**src/rtl/mrs_seq_pkg.sv**
```systemverilog
package mrs_seq_pkg;

   typedef enum logic [1:0] {
      ST_IDLE = 2'd0,
      ST_WAIT = 2'd1,
      ST_REQ  = 2'd2,
      ST_GAP  = 2'd3
   } seq_state_t;

   localparam int unsigned NUM_CMDS = 6;
   localparam int unsigned IDX_W    = $clog2(NUM_CMDS);
   localparam int unsigned LAST_IDX = NUM_CMDS - 1;

   typedef logic [IDX_W-1:0] cmd_idx_t;

   function automatic int unsigned max2(input int unsigned a, input int unsigned b);
      return (a > b) ? a : b;
   endfunction

endpackage

```
**src/rtl/mrs_dly_timer.sv**
```systemverilog
module mrs_dly_timer #(
   parameter int unsigned CNT_W = 8
) (
   input  logic             clk,
   input  logic             rst_n,
   input  logic             load_i,
   input  logic [CNT_W-1:0] load_val_i,
   output logic             expired_o
);

   logic [CNT_W-1:0] cnt_q;

   always_ff @(posedge clk or negedge rst_n) begin
      if (!rst_n) begin
         cnt_q <= '0;
      end else if (load_i) begin
         cnt_q <= load_val_i;
      end else if (cnt_q != '0) begin
         cnt_q <= cnt_q - 1'b1;
      end
   end

   assign expired_o = (cnt_q == '0);

   // once at zero, the timer stays there until reloaded
   a_r4_timer_parks: assert property (@(posedge clk) disable iff (!rst_n)
      (expired_o && !load_i) |=> expired_o);

endmodule

```
**src/rtl/mrs_cmd_sel.sv**
```systemverilog
module mrs_cmd_sel
   import mrs_seq_pkg::*;
#(
   parameter int unsigned PAYLOAD_W = 28,
   parameter int unsigned CMD_W     = 32
) (
   input  logic [NUM_CMDS-1:0][PAYLOAD_W-1:0] tab_i,
   input  cmd_idx_t                           idx_i,
   input  logic                               rank_i,
   output logic [CMD_W-1:0]                   word_o
);

   localparam int unsigned PAD_W = CMD_W - PAYLOAD_W - 1;

   logic [NUM_CMDS-1:0]                hit;
   logic [NUM_CMDS-1:0][PAYLOAD_W-1:0] part;
   logic [PAYLOAD_W-1:0]               payload;

   for (genvar g = 0; g < NUM_CMDS; g++) begin : g_slot
      assign hit[g]  = (idx_i == cmd_idx_t'(g));
      assign part[g] = hit[g] ? tab_i[g] : '0;
   end

   always_comb begin
      payload = '0;
      for (int i = 0; i < NUM_CMDS; i++) begin
         payload = payload | part[i];
      end
   end

   if (PAD_W == 0) begin : g_tight
      assign word_o = {rank_i, payload};
   end else begin : g_padded
      assign word_o = {{PAD_W{1'b0}}, rank_i, payload};
   end

endmodule

```
**src/rtl/mrs_seq_ctrl.sv**
```systemverilog
module mrs_seq_ctrl
   import mrs_seq_pkg::*;
#(
   parameter int unsigned INIT_CYC       = 50000,
   parameter int unsigned LONG_HOLD_CYC  = 2500,
   parameter int unsigned SHORT_HOLD_CYC = 250,
   parameter int unsigned GAP_CYC        = 4,
   parameter int unsigned CNT_W          = 16
) (
   input  logic             clk,
   input  logic             rst_n,
   input  logic             start_i,
   input  logic             dual_i,
   input  logic             expired_i,
   output logic             load_o,
   output logic [CNT_W-1:0] load_val_o,
   output cmd_idx_t         idx_o,
   output logic             rank_o,
   output logic             req_o,
   output logic             busy_o,
   output logic             done_o,
   output logic             cke1_off_o
);

   localparam logic [CNT_W-1:0] INIT_V  = CNT_W'(INIT_CYC - 1);
   localparam logic [CNT_W-1:0] LONG_V  = CNT_W'(LONG_HOLD_CYC - 1);
   localparam logic [CNT_W-1:0] SHORT_V = CNT_W'(SHORT_HOLD_CYC - 1);
   localparam logic [CNT_W-1:0] GAP_V   = CNT_W'(GAP_CYC - 1);
   localparam cmd_idx_t         LAST    = cmd_idx_t'(LAST_IDX);

   seq_state_t state_q;
   cmd_idx_t   idx_q;
   logic       rank_q;
   logic       dual_q;
   logic       cke_off_q;
   logic       done_q;

   logic       rank_end;
   logic       more_ranks;

   assign rank_end   = (idx_q == LAST);
   assign more_ranks = !rank_q && dual_q;

   always_comb begin
      load_o     = 1'b0;
      load_val_o = '0;
      unique case (state_q)
         ST_IDLE: if (start_i) begin
            load_o     = 1'b1;
            load_val_o = INIT_V;
         end
         ST_WAIT: if (expired_i) begin
            load_o     = 1'b1;
            load_val_o = LONG_V;
         end
         ST_REQ: if (expired_i) begin
            load_o     = 1'b1;
            load_val_o = GAP_V;
         end
         ST_GAP: if (expired_i && (!rank_end || more_ranks)) begin
            load_o     = 1'b1;
            load_val_o = rank_end ? LONG_V : SHORT_V;
         end
         default: ;
      endcase
   end

   always_ff @(posedge clk or negedge rst_n) begin
      if (!rst_n) begin
         state_q   <= ST_IDLE;
         idx_q     <= '0;
         rank_q    <= 1'b0;
         dual_q    <= 1'b0;
         cke_off_q <= 1'b0;
         done_q    <= 1'b0;
      end else begin
         done_q <= 1'b0;
         unique case (state_q)
            ST_IDLE: if (start_i) begin
               state_q   <= ST_WAIT;
               idx_q     <= '0;
               rank_q    <= 1'b0;
               dual_q    <= dual_i;
               cke_off_q <= !dual_i;
            end
            ST_WAIT: if (expired_i) state_q <= ST_REQ;
            ST_REQ:  if (expired_i) state_q <= ST_GAP;
            ST_GAP: if (expired_i) begin
               if (!rank_end) begin
                  idx_q   <= idx_q + 1'b1;
                  state_q <= ST_REQ;
               end else if (more_ranks) begin
                  idx_q   <= '0;
                  rank_q  <= 1'b1;
                  state_q <= ST_REQ;
               end else begin
                  state_q <= ST_IDLE;
                  done_q  <= 1'b1;
               end
            end
            default: state_q <= ST_IDLE;
         endcase
      end
   end

   assign idx_o      = idx_q;
   assign rank_o     = rank_q;
   assign req_o      = (state_q == ST_REQ);
   assign busy_o     = (state_q != ST_IDLE);
   assign done_o     = done_q;
   assign cke1_off_o = cke_off_q;

   // Independent length counter for the request window.
   logic [CNT_W-1:0] req_run_q;
   always_ff @(posedge clk or negedge rst_n) begin
      if (!rst_n)                req_run_q <= '0;
      else if (state_q == ST_REQ) req_run_q <= req_run_q + 1'b1;
      else                       req_run_q <= '0;
   end

   // request window length matches the command's hold class
   a_r4_hold_len: assert property (@(posedge clk) disable iff (!rst_n)
      (state_q == ST_REQ && expired_i) |-> (req_run_q == ((idx_q == '0) ? LONG_V : SHORT_V)));

   // command index never leaves the table
   a_r3_idx_range: assert property (@(posedge clk) disable iff (!rst_n)
      idx_q <= LAST);

   // rank 1 is only reached when dual rank was latched
   a_r6_rank1_dual: assert property (@(posedge clk) disable iff (!rst_n)
      rank_q |-> dual_q);

endmodule

```
**src/rtl/mrs_init_seq.sv**
```systemverilog
module mrs_init_seq
   import mrs_seq_pkg::*;
#(
   parameter int unsigned PAYLOAD_W      = 28,
   parameter int unsigned CMD_W          = 32,
   parameter int unsigned INIT_CYC       = 50000,
   parameter int unsigned LONG_HOLD_CYC  = 2500,
   parameter int unsigned SHORT_HOLD_CYC = 250,
   parameter int unsigned GAP_CYC        = 4
) (
   input  logic                 clk,
   input  logic                 rst_n,
   input  logic                 start_i,
   input  logic                 dual_rank_i,
   input  logic [PAYLOAD_W-1:0] mr_reset_i,
   input  logic [PAYLOAD_W-1:0] mr_zq_i,
   input  logic [PAYLOAD_W-1:0] mr_io_i,
   input  logic [PAYLOAD_W-1:0] mr_dev1_i,
   input  logic [PAYLOAD_W-1:0] mr_dev2_i,
   input  logic [PAYLOAD_W-1:0] mr_odt_i,
   output logic [CMD_W-1:0]     cmd_word_o,
   output logic                 cmd_req_o,
   output logic                 busy_o,
   output logic                 done_o,
   output logic                 cke1_off_o
);

   localparam int unsigned MAX_CYC = max2(max2(INIT_CYC, LONG_HOLD_CYC),
                                          max2(SHORT_HOLD_CYC, GAP_CYC));
   localparam int unsigned CNT_W   = $clog2(MAX_CYC + 1);

   if (CMD_W < PAYLOAD_W + 1) begin : g_chk_width
      $error("CMD_W must leave room for the rank bit above the payload");
   end
   if (INIT_CYC < 1 || LONG_HOLD_CYC < 1 || SHORT_HOLD_CYC < 1 || GAP_CYC < 1) begin : g_chk_cyc
      $error("all interval parameters must be at least one cycle");
   end

   logic [NUM_CMDS-1:0][PAYLOAD_W-1:0] tab;
   assign tab = {mr_odt_i, mr_dev2_i, mr_dev1_i, mr_io_i, mr_zq_i, mr_reset_i};

   logic             load;
   logic [CNT_W-1:0] load_val;
   logic             expired;
   cmd_idx_t         idx;
   logic             rank;

   mrs_dly_timer #(.CNT_W(CNT_W)) u_timer (
      .clk        (clk),
      .rst_n      (rst_n),
      .load_i     (load),
      .load_val_i (load_val),
      .expired_o  (expired)
   );

   mrs_seq_ctrl #(
      .INIT_CYC       (INIT_CYC),
      .LONG_HOLD_CYC  (LONG_HOLD_CYC),
      .SHORT_HOLD_CYC (SHORT_HOLD_CYC),
      .GAP_CYC        (GAP_CYC),
      .CNT_W          (CNT_W)
   ) u_ctrl (
      .clk        (clk),
      .rst_n      (rst_n),
      .start_i    (start_i),
      .dual_i     (dual_rank_i),
      .expired_i  (expired),
      .load_o     (load),
      .load_val_o (load_val),
      .idx_o      (idx),
      .rank_o     (rank),
      .req_o      (cmd_req_o),
      .busy_o     (busy_o),
      .done_o     (done_o),
      .cke1_off_o (cke1_off_o)
   );

   mrs_cmd_sel #(.PAYLOAD_W(PAYLOAD_W), .CMD_W(CMD_W)) u_sel (
      .tab_i  (tab),
      .idx_i  (idx),
      .rank_i (rank),
      .word_o (cmd_word_o)
   );

   // no request outside a busy run
   a_r4_req_in_busy: assert property (@(posedge clk) disable iff (!rst_n)
      cmd_req_o |-> busy_o);

   // done is a single-cycle pulse
   a_r7_done_pulse: assert property (@(posedge clk) disable iff (!rst_n)
      done_o |=> !done_o);

   // done coincides with busy falling
   a_r7_done_ends_busy: assert property (@(posedge clk) disable iff (!rst_n)
      done_o |-> (!busy_o && $past(busy_o)));

   // clock-enable override cannot change during a run
   a_r9_cke_steady: assert property (@(posedge clk) disable iff (!rst_n)
      (busy_o && $past(busy_o)) |-> $stable(cke1_off_o));

endmodule

```
**config.mk**
```make
export PLATFORM = sky130hd
export DESIGN_NAME = mrs_init_seq
export DESIGN_NICKNAME = d
export VERILOG_FILES = /design/src/rtl/mrs_seq_pkg.sv /design/src/rtl/mrs_dly_timer.sv /design/src/rtl/mrs_cmd_sel.sv /design/src/rtl/mrs_seq_ctrl.sv /design/src/rtl/mrs_init_seq.sv
export SDC_FILE = /design/constraint.sdc
export NUM_CORES = 1
export LEC_CHECK = 0
export BUFFER_PORTS_ARGS = -buffer_cell sky130_fd_sc_hd__buf_4
export CORE_ASPECT_RATIO = 1.4
export CORE_MARGIN = 3
export CORE_UTILIZATION = 45
export CTS_CLUSTER_DIAMETER = 30
export DETAILED_ROUTE_END_ITERATION = 10
export MAX_ROUTING_LAYER = met4
export PLACE_DENSITY_LB_ADDON = 0.2
export SLEW_MARGIN = 15
export SYNTH_ARGS = -nofsm -noshare
export SYNTH_HDL_FRONTEND = slang
export SYNTH_HIERARCHICAL = 1
export SYNTH_SLANG_ARGS = --single-unit
```
**constraint.sdc**
```tcl
create_clock -name clk -period 5.8 [get_ports clk]
set_input_delay 0.29 -clock clk [delete_from_list [all_inputs] [get_ports clk]]
set_output_delay 0.29 -clock clk [all_outputs]
set_load 0.01 [all_outputs]
```
==> results.txt, run 1 <==
The share of the Yosys chip area taken by registers is 0.195. The post-route fraction of the period consumed by the critical path came out at 0.670. The maximum clock path buffer count came out at 2. The buffer type at the clock tree root is sky130_fd_sc_hd__clkbuf_8. In the layout the commonest cells are sky130_fd_sc_hd__buf_4, sky130_fd_sc_hd__mux2i_1, sky130_fd_sc_hd__nand2_1. CTS built an H-tree with a depth of 1. The flow ran to the end, and the final reports show no timing, DRC or antenna violations. The areal power density over the cells came out at 342 nW/µm². Measured along the y axis, the die boundary spans 106 µm. The starting utilization of the core area is 0.475. The global placer's final weighted congestion is 0.855. The type of the tightest min-delay check is input pin to flip-flop. The clock period minus worst slack came out at 3890 ps. The peak per-stage delay on the critical path came out at 530 ps. Counting buffers and inverters, the worst setup path is 11 cells deep. The total power came out at 1590 µW. The share of power burned in the clock network is 0.065.

The starting DRC count in detailed routing is 200. Pin placement for this block handled 208 I/O pins. In this run the register-to-register setup slack is 1910 ps.

The share of Yosys cell area claimed by the top area cell type is 0.228. The number of buffers added by the clock tree synthesis step is 3. The setup clock skew after layout came out at 6.47 ps. The cell internal power dissipation came out at 861 µW. The number of buffers inserted to repair setup after CTS is 0. Registers take 631 µm². The number of antenna violations at the first check in global routing came out at 0. The first-pass detailed-route iteration total came out at 5. The multi-input logic area is 2260 µm².

The synthesized design contains 25 register bits. The slew at the pin with the worst max-slew slack is 875 ps. The antenna diode count is 0.

The overall overflow remaining after global route came out at 0. The worst hold path passes through 2 cells. In this design, the largest share of critical-path delay is due to simple AND/OR/NAND/NOR gates.

The worst setup path is launched from a flip-flop. Dividing the detail-routed via count by the number of cells gives 5.50. In this run the horizontal extent of the chip is 77.3 µm. The detailed-route via count is 3,523. The cell with the largest stage delay on the worst path is sky130_fd_sc_hd__or4b_4.

The number of global-route vias before repair came out at 3,532. After synthesis the cells add up to 3200 µm². The number of gates resized after cts came out at 0. For the final routed database, the setup TNS stands at 0 ps. The count of unresolved DRC violations after routing is 0. The post-synthesis area per instance is 8.61 µm².

The commonest non-fill, non-tap cell in the layout is sky130_fd_sc_hd__buf_4. For this run, the total global-route usage over all layers was measured as 0.288. Relative to the synthesized area, the layout overhead comes to 45.2%. The worst slew margin relative to its limit came out at 0.417. The ratio of cells with drive above 1 in the final layout is 0.421. The final number of max-transition violations was 0. The count of buffers inserted at the top-level ports is 204. The die covers 8180 µm². For this design, the sink count on the clock tree is 25. The total buffers and inverters traversed by the critical path is 3. For this design the static power due to leakage is 0.00230 µW. For this block, the routed nets add up to 11,900 µm of wire. The fraction of power consumed by sequential logic came out at 0.238. STA classifies the critical path endpoint as a flip-flop. In the post-synthesis netlist, the biggest area contributors are sky130_fd_sc_hd__mux2i_1, sky130_fd_sc_hd__dfrtp_1, sky130_fd_sc_hd__o221ai_1. The fraction of synthesis flops using an asynchronous set or reset pin is 1.00. The largest total area in the synthesized netlist belongs to sky130_fd_sc_hd__mux2i_1. The area of the placeable core came out at 6740 µm². The post-place setup slack came out at 1940 ps. Max-cap violations in this run came to 0. The number of warnings printed during yosys synthesis came out at 6.

The final number of hold-violating endpoints was 0. The worst setup path is of the flip-flop to flip-flop kind. Counting the fill cells in the layout gives 612. The first global-routing pass estimated 18,400 µm of wire. The HPWL after detailed placement came out at 9640 µm. The reported net switching power is 727 µW. Setup repair after global routing left no endpoint under its margin. After clock tree synthesis, the clock-pin slew on the worst setup and hold paths is 90 ps. The number of antenna-violating nets in the routed design came out at 0. The largest voltage drop on the vdd net came out at 0.244 mV. At the later pin of the worst-skew pair, clock insertion delay measures 270 ps. The net count of the finished layout came out at 727. Among the stages of the critical path, the cell type that occurs most often is sky130_fd_sc_hd__inv_1. The number of setup violations in the final report came out at 0. Walking the worst path, the cells encountered are inv_1, ha_1, or4b_4, or4_4, nor4b_4, inv_1, nor2_1, o21ai_0, nand2_1, inv_1, mux2_2. The site row count came out at 35. The proportion of total power due to net switching is 0.458. Along the worst path, the maximum fanout reaches 19. Data on the critical path is required at its endpoint by 5960 ps. The logic gate share of total power is 0.698. Setup slack on the critical path of the routed design comes to 1910 ps. The number of enable flip-flop cells after synthesis is 0. The number of cells produced by synthesis is 372. The worst endpoint data arrival time came out at 4050 ps. The top achievable clock speed is 257 MHz. In this run, distinct cell masters in the synthesized netlist total 57. Entering global routing, the biggest net connects 64 pins. TritonCTS built the clock tree.

For this run, the leading register cell type out of synthesis is sky130_fd_sc_hd__dfrtp_1. Dividing the detail-routed wire length by the instance count gives 18.6 µm. The depth of the worst register-to-register path is 11.
## synth_stat cells (2+ instances only)
master                     number
sky130_fd_sc_hd__mux2i_1       73
sky130_fd_sc_hd__nand2_1       31
sky130_fd_sc_hd__dfrtp_1       25
sky130_fd_sc_hd__o221ai_1      25
sky130_fd_sc_hd__nor2_1        19
sky130_fd_sc_hd__a21oi_1       15
sky130_fd_sc_hd__or3_1         14
sky130_fd_sc_hd__buf_4         12
sky130_fd_sc_hd__nand3_1       12
sky130_fd_sc_hd__o21a_1        12
sky130_fd_sc_hd__inv_1         11
sky130_fd_sc_hd__buf_2         10
sky130_fd_sc_hd__xnor2_1        8
sky130_fd_sc_hd__clkbuf_1       7
sky130_fd_sc_hd__o21ai_1        7
sky130_fd_sc_hd__buf_6          6
sky130_fd_sc_hd__mux2_2         6
sky130_fd_sc_hd__nor3_1         6
sky130_fd_sc_hd__o21ai_0        6
sky130_fd_sc_hd__o31ai_1        6
sky130_fd_sc_hd__ha_1           5
sky130_fd_sc_hd__nor3b_1        4
sky130_fd_sc_hd__nor4_1         4
sky130_fd_sc_hd__a211o_1        3
sky130_fd_sc_hd__nand2b_1       3
sky130_fd_sc_hd__a21o_1         2
sky130_fd_sc_hd__a31oi_1        2
sky130_fd_sc_hd__buf_12         2
sky130_fd_sc_hd__conb_1         2
sky130_fd_sc_hd__nand2b_4       2
sky130_fd_sc_hd__o22ai_1        2
sky130_fd_sc_hd__o31a_1         2
sky130_fd_sc_hd__or2_1          2
sky130_fd_sc_hd__or2_2          2
sky130_fd_sc_hd__or4_1          2
## metrics by stage
stage,hold WS [ps],util,std cells,cell area (µm²)
6_report,215,0.689,641,4650
5_1_grt,226,0.689,641,4650
4_1_cts,210,0.689,641,4650
3_5_place_dp,212,0.681,636,4590
3_3_place_gp,208,0.681,636,4590
2_1_floorplan,-5.59,-,376,3220
## power groups by stage
stage / combinational [µW] / clock (µW) / sequential (µW)
after floorplan: 855 / 0 / 313
final: 1110 / 103 / 377
after detailed placement: 1100 / 0 / 379
after global placement: 1090 / 0 / 369
after global routing: 1200 / 111 / 391
after CTS: 1110 / 106 / 374
## timing repair
| item | CTS | global route |
|---|---|---|
| setup endpoints to repair | 0 | 0 |
| hold buffers | 1 | 0 |
| hold endpoints to repair | 25 | 0 |
## registers in the layout, indices dropped and copies added (netlist names)
| name | flops |
|---|---|
| u_timer/cnt_q | 16 |
| u_ctrl/idx_o | 3 |
| u_ctrl/state_q | 2 |
| u_ctrl/cke1_off_o | 1 |
| u_ctrl/done_o | 1 |
| u_ctrl/dual_q | 1 |
| u_ctrl/rank_o | 1 |
## routing by layer
layer / vias to the layer above / GRT usage / wire length (µm)
met2: 146 / 0.494 / 6160
met1: 1624 / 0.335 / 4440
met3: 22 / 0.0590 / 993
met4: 0 / 0.0941 / 299
met5: - / - / 0
li1: 1731 / - / -
## worst paths after layout
path | startpoint | endpoint
max in group asynchronous | rst_n | u_ctrl/idx_o[0]
max reg2reg | u_timer/cnt_q[0] | u_timer/cnt_q[1]
max | u_timer/cnt_q[0] | u_timer/cnt_q[1]
min | dual_rank_i | u_ctrl/cke1_off_o
min in group asynchronous | rst_n | u_timer/cnt_q[2]
min reg2reg | u_ctrl/cke1_off_o | u_ctrl/cke1_off_o
## area by class of cell
cell class                 instances  area share
timing repair buffer             207       0.335
inverter                          11     0.00888
sequential                        25       0.136
tap                               92      0.0248
clock buffer                       4     0.00969
multi-input combinational        302       0.486
## cells by family (layout without fill, tap and decap cells)
kind of cell	count (synthesis)	count (layout)	synth area share
buffers and inverters	49	222	0.103
muxes	79	79	0.249
DFF	25	25	0.195
other	2	6	0.00235
xor gates and xnor gates	9	9	0.0246
adders and majority gates	5	5	0.0195
AOI/OAI and AO/OA	85	85	0.188
and+or+nand+nor	118	118	0.217
No activity file was read; power rests on OpenSTA's default activity.
==> inputs of run 2 (changes only) <==
ABC_AREA = 1   (was default)
clock period = 3.9 ns   (was 5.8 ns; I/O delays follow)
==> results.txt, run 2 <==
Routability-driven placement finished with a final weighted congestion of 0.957. In the layout the commonest cells are sky130_fd_sc_hd__buf_4, sky130_fd_sc_hd__nand2_1, sky130_fd_sc_hd__nor2_1. The distinct cell type count after synthesis came out at 31. The worst setup path is launched from a flip-flop. The register bit count reported by yosys is 25. The smallest setup slack after layout came out at 987 ps. Setup repair after global routing left no endpoint under its margin. The post-placement cell area came out at 4890 µm². The areal power density over the cells is 116 nW/µm². The peak per-stage delay on the critical path came out at 990 ps. The number of setup violations in the final report came out at 0. For this configuration, the core starts out at a cell density of 0.468. STA puts the critical path data required time at 3700 ps.

The net count of the finished layout is 965. The most flop-heavy register is u_timer/cnt_q. The die boundary width is 80.2 µm.

Across the run, the number of max-cap violations was 0. The final number of max-transition violations is 0. The post-place setup slack came out at 1070 ps. By startpoint and endpoint, the worst setup path is classified as flip-flop to primary output. Entering global routing, the biggest net connects 58 pins. The count of buffers inserted at the top-level ports came out at 204. The fraction of synthesis flops using an asynchronous set or reset pin is 1.00. The HPWL after detailed placement is 10,500 µm. The top achievable clock speed is 343 MHz.

Between clock sinks in the finished design, the worst skew comes to 9.35 ps. The final sum of negative setup slack is 0 ps. The first-pass GRT wire length came out at 20,500 µm. The final-layout fill cell count came out at 703. In this run the tightest slew margin relative to its limit is 0.253. The die area is 8810 µm². The number of enable flip-flop cells after synthesis came out at 0. The final number of hold-violating endpoints is 0. The mapped netlist covers 3470 µm².

The min-delay analysis places its worst path in the category input pin to flip-flop. The first-pass detailed-route iteration total is 5. The maximum clock path buffer count came out at 2. Along the worst path, the maximum fanout reaches 57. The ratio of cells with drive above 1 in the final layout is 0.315. The starting DRC count in detailed routing is 402.

TritonCTS built the clock tree. In the synthesized netlist the dominant register cell turns out to be sky130_fd_sc_hd__dfrtp_1. The proportion of synthesized chip area in sequential cells is 0.180. The final wirelength came out at 13,500 µm. The number of H-tree branching levels came out at 1. The number of vias per cell came out at 5.31. The worst endpoint data arrival time came out at 2720 ps. The slew at the pin with the worst max-slew slack is 1120 ps. Detailed routing inserted a total of 4,695 vias.

The global routing usage summed across all routing layers is 0.301. The flip-flop count of the largest register, all copies and words added came out at 16. The number of warnings printed during yosys synthesis is 6. For met3 alone, demand over resource in global routing was 0.0426.

Clock tree synthesis inserted a total of 3 buffers. The largest voltage drop on the vdd net is 0.229 mV. The area of the placeable core is 7410 µm². The commonest non-fill, non-tap cell in the layout is sky130_fd_sc_hd__buf_4. The layout overhead on the synthesized area came out at 43.2%. The antenna diode count came out at 0. The worst setup path is captured at a primary output. The post-layout instance area came out at 4970 µm². The number of cells produced by synthesis is 618. Walking the worst path, the cells encountered are inv_2, nor3_4, a21oi_1, nand2_1, buf_4. Of the available clock period, the critical path in the final layout requires 0.747. The clock period minus worst slack came out at 2910 ps. Counting every sink on the clock net gives 25. Summed over all cells, the static leakage comes to 0.00298 µW. The buffer type at the clock tree root is sky130_fd_sc_hd__clkbuf_8. After clock tree synthesis, the clock-pin slew on the worst setup and hold paths is 90 ps. The number of gates resized after CTS was 0. Once layout is complete, the utilization of the core stands at 0.671. The site row count came out at 37. The number of global-route vias before repair is 4,206. The leading area contributor after synthesis is sky130_fd_sc_hd__nand2_1. The met2 track demand over resource in global routing came out at 0.531.

208 I/O pins were placed. The later pin in the worst-skew pair is clocked with a latency of 280 ps. Sorting the synthesized cells by area gives the leading types as sky130_fd_sc_hd__nand2_1, sky130_fd_sc_hd__dfrtp_1, sky130_fd_sc_hd__nand3_1. The run finished with clean final reports. The number of antenna-violating nets in the routed design came out at 0. The overall overflow remaining after global route came out at 0.

The die span in y is 110 µm. The global routing usage on met1 came out at 0.340. In the final routed layout, each cell accounts on average for 15.3 µm. The number of antenna violations at the first check in global routing is 0. In this run the most used layer during global routing was met2. Yosys instantiated no cell more often than sky130_fd_sc_hd__nand2_1. Among all stages on the critical path, the largest delay is contributed by sky130_fd_sc_hd__nor3_4. In the routed design, unresolved DRC markers number 0. The share of Yosys cell area claimed by the top area cell type is 0.182.

The post-synthesis area per instance came out at 5.61 µm². The commonest cells after synthesis are sky130_fd_sc_hd__nand2_1, sky130_fd_sc_hd__nor2_1, sky130_fd_sc_hd__nand3_1.
run 2: changes by cell type after synthesis, sizes merged, moves of 12 or more:
| cell | delta |
|---|---|
| mux2i | -73 |
| nand3 | +71 |
| nor2 | +69 |
| buf | +12 |
| a21oi | +16 |
| inv | +57 |
| or3 | -14 |
| nand2 | +142 |
| o21a | -12 |
| o221ai | -25 |
| nand4 | +57 |
run 2: repair_timing:
| action | in CTS | in global routing |
|---|---|---|
| buffers inserted | 0 | 0 |
| hold endpoints to repair | 25 | 0 |
| hold buffers | 1 | 0 |
run 2: layout make-up:
type                            count  area, µm²  area share
Multi-Input combinational cell    480       2320       0.468
Timing Repair Buffer              210       1590       0.320
Sequential cell                    25        628       0.126
Inverter                           68        255      0.0514
Tap cell                           97        121      0.0244
Clock buffer                        3       41.3     0.00831
Clock inverter                      1       7.51     0.00151
run 2: per-layer routing:
layer / part of all wire / up-vias
met3: 0.085 / 33
met1: 0.36 / 2146
li1: - / 2342
met5: 0 / -
met4: 0.036 / 0
met2: 0.52 / 174
run 2: worst max-delay path: cells and delay by family, from the launching register on:
family	cells	cell delay, ps
AO/OA/AOI/OAI	1	190
buffers and inverters	2	560
flip-flops	1	550
AND/OR/NAND/NOR	2	1120
run 2: stage by stage:
step | total power, µW | hold WS (ps) | std cells
after floorplan | 285 | -101 | 622
after global placement | 417 | 120 | 878
after detailed placement | 419 | 123 | 878
after CTS | 582 | 112 | 883
after global routing | 603 | 135 | 884
final | 576 | 113 | 884
run 2: final timing paths:
check	startpoint	end	slack (ps)	cells after the start
worst max-delay path	u_ctrl/idx_o[1]	cmd_word_o[16]	990	5
worst min-delay path	dual_rank_i	u_ctrl/cke1_off_o	110	2
worst max register to register	u_timer/cnt_q[0]	u_timer/cnt_q[12]	1030	12
worst min register to register	u_ctrl/dual_q	u_ctrl/dual_q	490	2
max in group asynchronous	rst_n	u_ctrl/idx_o[2]	3280	2
min in group asynchronous	rst_n	u_ctrl/dual_q	350	2
run 2: logic make-up after synthesis:
logic type / after synthesis / share of synthesized area
AO/OA/AOI/OAI: 54 / 0.0833
other: 2 / 0.00216
AND/OR/NAND/NOR: 410 / 0.547
adder cells (fa/ha/maj): 5 / 0.0180
flip-flops: 25 / 0.180
buffers and inverters: 117 / 0.156
XOR/XNOR: 5 / 0.0126
run 2: power by group:
part,internal (µW),leakage (µW),total [µW],switching [µW]
combinational,111,0.00266,153,41.7
clock,72.6,0.0000217,160,87.8
sequential,261,0.000295,262,1.87
total,445,0.00298,576,131
==> inputs of run 3 (changes only) <==
ABC_AREA = 0   (was 1)
CORE_UTILIZATION = 44   (was 45)
clock period = 2.8 ns   (was 3.9 ns; I/O delays follow)
==> results.txt, run 3 (synthesized netlist as in run 1, its figures left out) <==
The global placer's final weighted congestion is 1.00. The area of the placeable core came out at 7030 µm². In this run the remaining antenna-violating nets after routing total 0. The die span in y is 107 µm. The overall overflow remaining after global route is 0.

The number of global-route vias before repair is 3,629. The first-pass detailed-route iteration total came out at 4. The critical path goes through inv_2, ha_4, or4b_4, or4_4, nor4b_4, inv_2, nor2_4, o21ai_2, nand2_2, inv_6, mux2_2. The number of H-tree branching levels came out at 1. In the final layout, the multi-input gates occupy 2310 µm². The flow ran to the end, and the final reports show no timing, DRC or antenna violations.

Summed over all nets, the half-perimeter wirelength after detailed placement is 9580 µm. In the final routed layout, each cell accounts on average for 18.3 µm. The post-place setup slack came out at 7.05 ps.

Setup repair after global routing could not meet its margin everywhere. The global routing usage summed across all routing layers came out at 0.284. Across all layers, the routed design uses 3,651 vias. In the layout the commonest cells are sky130_fd_sc_hd__buf_4, sky130_fd_sc_hd__mux2i_1, sky130_fd_sc_hd__nand2_1.

The number of setup violations in the final report came out at 0. The number of vias per cell came out at 5.57. The data required time at the worst endpoint came out at 2970 ps. The I/O pin total came out at 208. The peak per-stage delay on the critical path is 460 ps. The net count of the finished layout is 739. The cell total after placement came out at 647. In this run the horizontal extent of the chip is 78.1 µm. STA classifies the critical path startpoint as a flip-flop. The worst slew margin relative to its limit came out at 0.559.

The largest fanout on the critical path is 11. For this configuration, the core starts out at a cell density of 0.456. The setup slack of the worst register-to-register path is 70 ps.

Among cell families on the critical path, the largest total delay comes from simple AND/OR/NAND/NOR gates. The smallest clock period supported by the final layout is computed as 2730 ps. The areal power density over the cells is 701 nW/µm².

The number of clock sinks seen by CTS is 25. The max-capacitance violation count came out at 0. The non-filler instance count after layout came out at 656.

The area used by sequential logic in the layout is 632 µm². For the pin with the worst max-slew slack, the measured transition is 662 ps. Clock latency on the worst-skew pair, taken at its later pin, is 270 ps.

The top achievable clock speed is 366 MHz. After clock tree synthesis, the clock-pin slew on the worst setup and hold paths is 90 ps. In this run the static leakage power is 0.00237 µW. Of the cells placed in the final design, the portion with a size suffix greater than 1 is 0.455. The final number of max-transition violations was 0. The post-route fraction of the period consumed by the critical path is 0.975.

The final standard cell utilization of the core is 0.686. The total power is 3380 µW. The floorplan has 36 rows. The most flop-heavy register is u_timer/cnt_q. The number of antenna violations at the first check in global routing is 0. The clock tree from TritonCTS is done. After detailed routing, the number of remaining DRC violations is 0. Leaving out fill and tap cells, the most frequent cell in the layout is sky130_fd_sc_hd__buf_4. The flip-flop count of the largest register, all copies and words added is 16. The tightest min-delay check is of the input pin to flip-flop type. For the worst setup path, the data arrival time is 2890 ps. In this design, the critical path's most frequently occurring cell is sky130_fd_sc_hd__inv_2. The kind of end point of the critical path is a flip-flop. The antenna diode count came out at 0.

The final number of hold-violating endpoints is 0. The starting DRC count in detailed routing came out at 201. The setup clock skew after layout came out at 3.10 ps. The layout overhead on the synthesized area is 50.6%. The smallest setup slack after layout is 71.2 ps.

Among all stages on the critical path, the largest delay is contributed by sky130_fd_sc_hd__or4b_4. The total buffers and inverters traversed by the critical path is 3. The largest voltage drop on the vdd net is 0.557 mV. The number of buffers added by the clock tree synthesis step is 3.

The final-layout fill cell count is 592. The type of the setup path with the least slack is flip-flop to flip-flop. The maximum clock path buffer count came out at 2. The first-pass GRT wire length is 18,400 µm. The maximum number of pins on one net before global-route repair is 83. The final wirelength is 12,000 µm. The die area came out at 8350 µm². Clock tree synthesis selected as its root buffer the cell sky130_fd_sc_hd__clkbuf_8.

The count of buffers inserted at the top-level ports came out at 204.
-- run 3: changes by cell type in the layout (fill, tap and decap cells not counted), moves of 7 or more --
cell and change:
sky130_fd_sc_hd__nand3_1 -65, sky130_fd_sc_hd__buf_4 +7, sky130_fd_sc_hd__mux2i_1 +73, sky130_fd_sc_hd__nand4_1 -57
sky130_fd_sc_hd__nor2_1 -60, sky130_fd_sc_hd__nand2_1 -139, sky130_fd_sc_hd__o21a_1 +12, sky130_fd_sc_hd__nor2_2 -7
sky130_fd_sc_hd__a21oi_1 -16, sky130_fd_sc_hd__inv_1 -54, sky130_fd_sc_hd__o221ai_1 +25, sky130_fd_sc_hd__or3_1 +14
-- run 3: per-stage QoR --
stage	cell area (µm²)	hold slack [ps]	setup TNS, ps
floorplan	3260	-156	-224
global placement	4700	63.5	0
detailed placement	4700	64.6	0
CTS	4760	71.3	0
global route	4820	71.7	-149
finish	4820	68.8	0
-- run 3: area by class of cell --
type                    instances  share of cell area
multi-input cells             302               0.478
repair buffers                219               0.347
flip-flops and latches         25               0.131
well taps                      95              0.0246
inverters                      11             0.00960
clock buffers                   4             0.00934
-- run 3: metal layers --
metal | track usage | share of wire | vias to the layer above | wire length, µm
met5 | - | 0 | - | 0
met4 | 0.129 | 0.042 | 0 | 506
met3 | 0.0571 | 0.087 | 37 | 1050
met2 | 0.471 | 0.50 | 182 | 6010
met1 | 0.331 | 0.37 | 1683 | 4470
li1 | - | - | 1749 | -
-- run 3: worst paths after layout --
check / from / end / cells past startpoint
max reg2reg: u_timer/cnt_q[0] / u_timer/cnt_q[1] / 11
max: u_timer/cnt_q[0] / u_timer/cnt_q[1] / 11
min: dual_rank_i / u_ctrl/cke1_off_o / 2
min reg2reg: u_ctrl/cke1_off_o / u_ctrl/cke1_off_o / 2
max in group asynchronous: rst_n / u_ctrl/idx_o[0] / 2
min in group asynchronous: rst_n / u_timer/cnt_q[14] / 2
-- run 3: repair_timing --
| action | 4_1_cts | 5_1_grt |
|---|---|---|
| endpoints found under the hold margin | 25 | 0 |
| gates resized for setup | 1 | 8 |
| setup buffers | 0 | 4 |
| gates cloned | 0 | 0 |
| pin swaps | 0 | 1 |
| setup endpoints to repair | 1 | 17 |
| hold buffers | 1 | 0 |
-- run 3: report_power, final --
| group | switching [µW] | total (µW) | internal, µW |
|---|---|---|---|
| Sequential | 231 | 748 | 517 |
| Combinational | 1180 | 2410 | 1230 |
| Clock | 118 | 220 | 102 |
| Total | 1530 | 3380 | 1850 |
